**src/rtl/rtc_tick_divider.sv**
```systemverilog
module rtc_tick_divider #(
  parameter int A_W   = 7,
  parameter int S_W   = 15,
  parameter int A_DEF = 127,
  parameter int S_DEF = 255
) (
  input  logic           clk,
  input  logic           rst_n,
  input  logic [A_W-1:0] async_div,
  input  logic [S_W-1:0] sync_div,
  output logic           apre_tick,
  output logic           spre_tick,
  output logic [S_W-1:0] subsec
);

  logic [A_W-1:0] acnt;

  assign apre_tick = (acnt == '0);
  assign spre_tick = apre_tick && (subsec == '0);

  always_ff @(posedge clk or negedge rst_n)
    if (!rst_n)         acnt <= A_W'(A_DEF);
    else if (apre_tick) acnt <= async_div;
    else                acnt <= acnt - 1'b1;

  always_ff @(posedge clk or negedge rst_n)
    if (!rst_n)         subsec <= S_W'(S_DEF);
    else if (spre_tick) subsec <= sync_div;
    else if (apre_tick) subsec <= subsec - 1'b1;


  spre_needs_apre_chk: assert property (@(posedge clk) disable iff (!rst_n)
    spre_tick |-> apre_tick);


  subsec_hold_chk: assert property (@(posedge clk) disable iff (!rst_n)
    !apre_tick |=> $stable(subsec));


  subsec_step_chk: assert property (@(posedge clk) disable iff (!rst_n)
    (apre_tick && subsec != '0) |=> (subsec == $past(subsec) - 1'b1));


  subsec_reload_chk: assert property (@(posedge clk) disable iff (!rst_n)
    spre_tick |=> (subsec == $past(sync_div)));


  apre_every_cycle_chk: assert property (@(posedge clk) disable iff (!rst_n)
    (apre_tick && async_div == '0) |=> apre_tick);

endmodule

```
**config.mk**
```make
export PLATFORM = sky130hd
export DESIGN_NAME = rtc_tick_divider
export DESIGN_NICKNAME = d
export VERILOG_FILES = /design/src/rtl/rtc_tick_divider.sv
export SDC_FILE = /design/constraint.sdc
export NUM_CORES = 1
export LEC_CHECK = 0
export CELL_PAD_IN_SITES_DETAIL_PLACEMENT = 1
export CELL_PAD_IN_SITES_GLOBAL_PLACEMENT = 1
export CORE_UTILIZATION = 36
export DETAILED_ROUTE_END_ITERATION = 10
export PLACE_DENSITY = 0.84
export REMOVE_ABC_BUFFERS = 1
export SLEW_MARGIN = 20
export SYNTH_ARGS = -nofsm -noshare
export SYNTH_HDL_FRONTEND = slang
export SYNTH_SLANG_ARGS = --single-unit
```
**constraint.sdc**
```tcl
create_clock -name clk -period 3.39 [get_ports clk]
set_clock_uncertainty 0.05 [all_clocks]
set_input_delay 0.8475 -clock clk [delete_from_list [all_inputs] [get_ports clk]]
set_output_delay 0.8475 -clock clk [all_outputs]
set_load 0.01 [all_outputs]
```
==> results.py <==
metrics = {
    "placed_design": {
        "io_buffers": 40,
        "dp.cells": 231,
        "placement.cell_area_um2": 1797,
        "hpwl_mm": 2.955,
        "gp_congestion": 0.8081,
    },
    "power_and_ir_drop": {
        "p_comb_share_pct": 33.5,
        "power.switching_uw": 310.7,
        "powerDensity_nw_per_um2": 492.5,
        "total_power_uw": 914.4,
        "p_int_uw": 603.7,
        "power_frac_seq_pct": 47.6,
        "power.leakage_nw": 0.7005,
        "switching_share_pct": 33.98,
        "p_clk_share_pct": 18.9,
        "vdd_drop_max_mv": 0.2226,
    },
    "flow_run": {
        "maxCapViolCount": 0,
    },
    "global_route": {
        "grt_overflow": 0,
        "grt_pass1_vias": 1386,
        "grt_antenna_before_repair": 0,
        "track_usage_pct": 22.08,
        "grt_pass1_wl_mm": 6.837,
        "grt_max_degree": 26,
    },
    "yosys": {
        "avgSynthCellArea_um2": 9.187,
        "synth_edf_count": 0,
        "syn_area_um2": 1341,
        "synth-main-ff-cell": "dfstp_2",
        "synth_area_leaders": "dfstp_2 29%, dfrtp_1 13%, a2bb2oi_1 5.9%",
        "yosysTopAreaCellShare_pct": 29.38,
        "synth.most_common_cell": "dfstp_2",
        "ys_types": 40,
        "ys_ff_latch": 22,
        "yosysWarningCount": 0,
        "synth_common_cells": "15 x dfstp_2, 12 x a21oi_1, 12 x inv_1, 11 x nand2_1",
        "seq_area_frac_synth_pct": 42.44,
        "async_reset_ff_share_pct": 100.0,
        "syn_inst": 146,
        "synth_top_area_cell": "dfstp_2",
    },
    "clock_tree": {
        "cts_sinks": 22,
        "clock_path_buffers": 2,
        "htreeDepth": 1,
        "clk_latency_ns": 0.26,
        "cts_tree": "yes",
        "cts_made_buffers": 3,
        "clkTransAtPathRegs_ns": 0.08,
        "cts_root_buf": "clkbuf_8",
    },
    "detailed_routing": {
        "drt_pass1_iterations": 4,
        "drcViolationCount": 0,
        "dr_wl_met2_mm": 2.103,
        "viasPerCell": 5.565,
        "top_layer_used": "met4",
        "routed_wl_mm": 4.068,
        "drt_iter0_markers": 35,
        "postRouteAntennaNets": 0,
        "wl_per_cell_um": 17.16,
        "vias": 1319,
        "wl_met1_mm": 1.737,
        "dr_wl_met3_um": 197,
    },
    "critical_path": {
        "worstSetupPathType": "flip-flop to output port",
        "end_kind": "output port",
        "cp.required_ns": 2.49,
        "crit_arrival_ns": 2.32,
        "start_kind": "flip-flop",
        "cp_max_fo": 4,
    },
    "layout": {
        "antennaDiodeCount": 0,
        "layout-drive-gt1-share_pct": 17.28,
        "fin_area_um2": 1857,
        "area_growth_pct": 38.43,
        "nNetsFinal": 220,
        "fin_cells": 237,
        "fill_cells": 420,
    },
    "floorplan": {
        "fp-row-count": 21,
        "die_y_um": 63.04,
        "core_area_um2": 3442,
        "io_pins": 41,
        "die_area_um2": 3974,
        "start_util_pct": 38.97,
        "die_w_um": 63.04,
    },
    "sta": {
        "clock.fmax_mhz": 311.3,
        "fin_crit_ns": 3.213,
        "fin_tns_setup_ns": 0,
        "slew_headroom_pct": 25.48,
        "rsz0062_at_grt": "false",
        "finalMaxSlewViolations": 0,
        "setup_viol": 0,
        "hold_slack_ns": 0.4643,
        "finalHoldViolCount": 0,
        "tightest_slew_ns": 1.108,
        "period_share_pct": 94.76,
    },
    "worst_hold_path": {
        "hold_class": "flip-flop to flip-flop",
    },
    "status": {
        "outcome": "finished, final reports clean",
    },
}
[layer usage]
| layer | vias up | global-route usage (%) |
|---|---|---|
| met3 | 4 | 4.197 |
| met2 | 34 | 40.86 |
| met5 | - | 0 |
| met4 | 0 | 4.360 |
| met1 | 651 | 26.08 |
| li1 | 630 | - |
[power groups by stage]
stage | registers [mW] | clock network [mW] | logic (mW)
3_5_place_dp | 0.439 | 0 | 0.305
2_1_floorplan | 0.425 | 0 | 0.177
4_1_cts | 0.436 | 0.178 | 0.313
3_3_place_gp | 0.431 | 0 | 0.282
5_1_grt | 0.448 | 0.190 | 0.344
6_report | 0.435 | 0.173 | 0.306
[area by class of cell]
cell class / count / area [um2] / area share (%)
tap: 46 / 57.56 / 3.100
multi-input combinational: 105 / 685.7 / 36.93
clock buffer: 4 / 45.04 / 2.426
inverter: 13 / 48.80 / 2.628
sequential: 22 / 569.3 / 30.66
timing repair buffer: 47 / 450.4 / 24.26
[registers in the layout (all words and copies together) (netlist names)]
name    flops
acnt        7
subsec     15
[kinds of logic (layout without fill, tap and decap cells)]
kind of cell               Yosys count  in the layout  synth area share (%)
muxes                                3              3                 2.425
adders and majority gates            4              4                 3.731
AOI/OAI and AO/OA                   47             47                 23.14
xor gates and xnor gates             3              3                 1.959
DFF                                 22             22                 42.44
buffers and inverters               19             64                 6.623
and+or+nand+nor                     48             48                 19.68
[critical path, cell delays in order, from the launching register on]
cell and delay, ns:
dfstp_2 0.38, inv_1 0.08, ha_1 0.19, or3b_4 0.40
or4_4 0.58, nor2_1 0.15, dlygate4sd2_1 0.28
[stage by stage]
stage	worst slack (ns)	utilization [%]
final	0.1775	53.94
after global routing	0.09214	53.94
after CTS	0.1706	53.94
after detailed placement	0.2381	52.20
after global placement	0.3021	52.20
after floorplan	0.6861	-
[placed cells by master, fill, tap and decap left out, types with 2 or more instances in the layout]
master           count
clkdlybuf4s50_1     38
dfstp_2             15
inv_1               12
a21oi_1             12
nand2_1             11
o21ai_0              9
a2bb2oi_1            9
nor2_1               7
buf_4                7
dfrtp_1              7
o22ai_1              6
or3_1                5
nor3_1               4
nand4_1              4
ha_1                 4
nor4_1               3
nand3_1              3
clkbuf_8             3
o211ai_1             2
o31ai_1              2
nor3b_1              2
xnor2_1              2
or4_1                2
o2111ai_1            2
o21ai_1              2
dlygate4sd2_1        2
[what timing repair did]
action                                  4_1_cts  5_1_grt
endpoints found under the setup margin        1        0
hold buffers                                  0        0
setup buffers                                 2        0
resized for setup                             3        0
[final timing paths]
kind	from	endpoint	slack, ns	cells past startpoint
max	acnt[1]	spre_tick	0.18	6
min	subsec[1]	subsec[1]	0.46	2
max reg2reg	acnt[1]	subsec[14]	0.80	8
min reg2reg	subsec[1]	subsec[1]	0.46	2
max in group asynchronous	rst_n	acnt[5]	1.62	2
min in group asynchronous	rst_n	subsec[12]	0.99	1
Note: power is estimated with default switching activity, not from simulation.
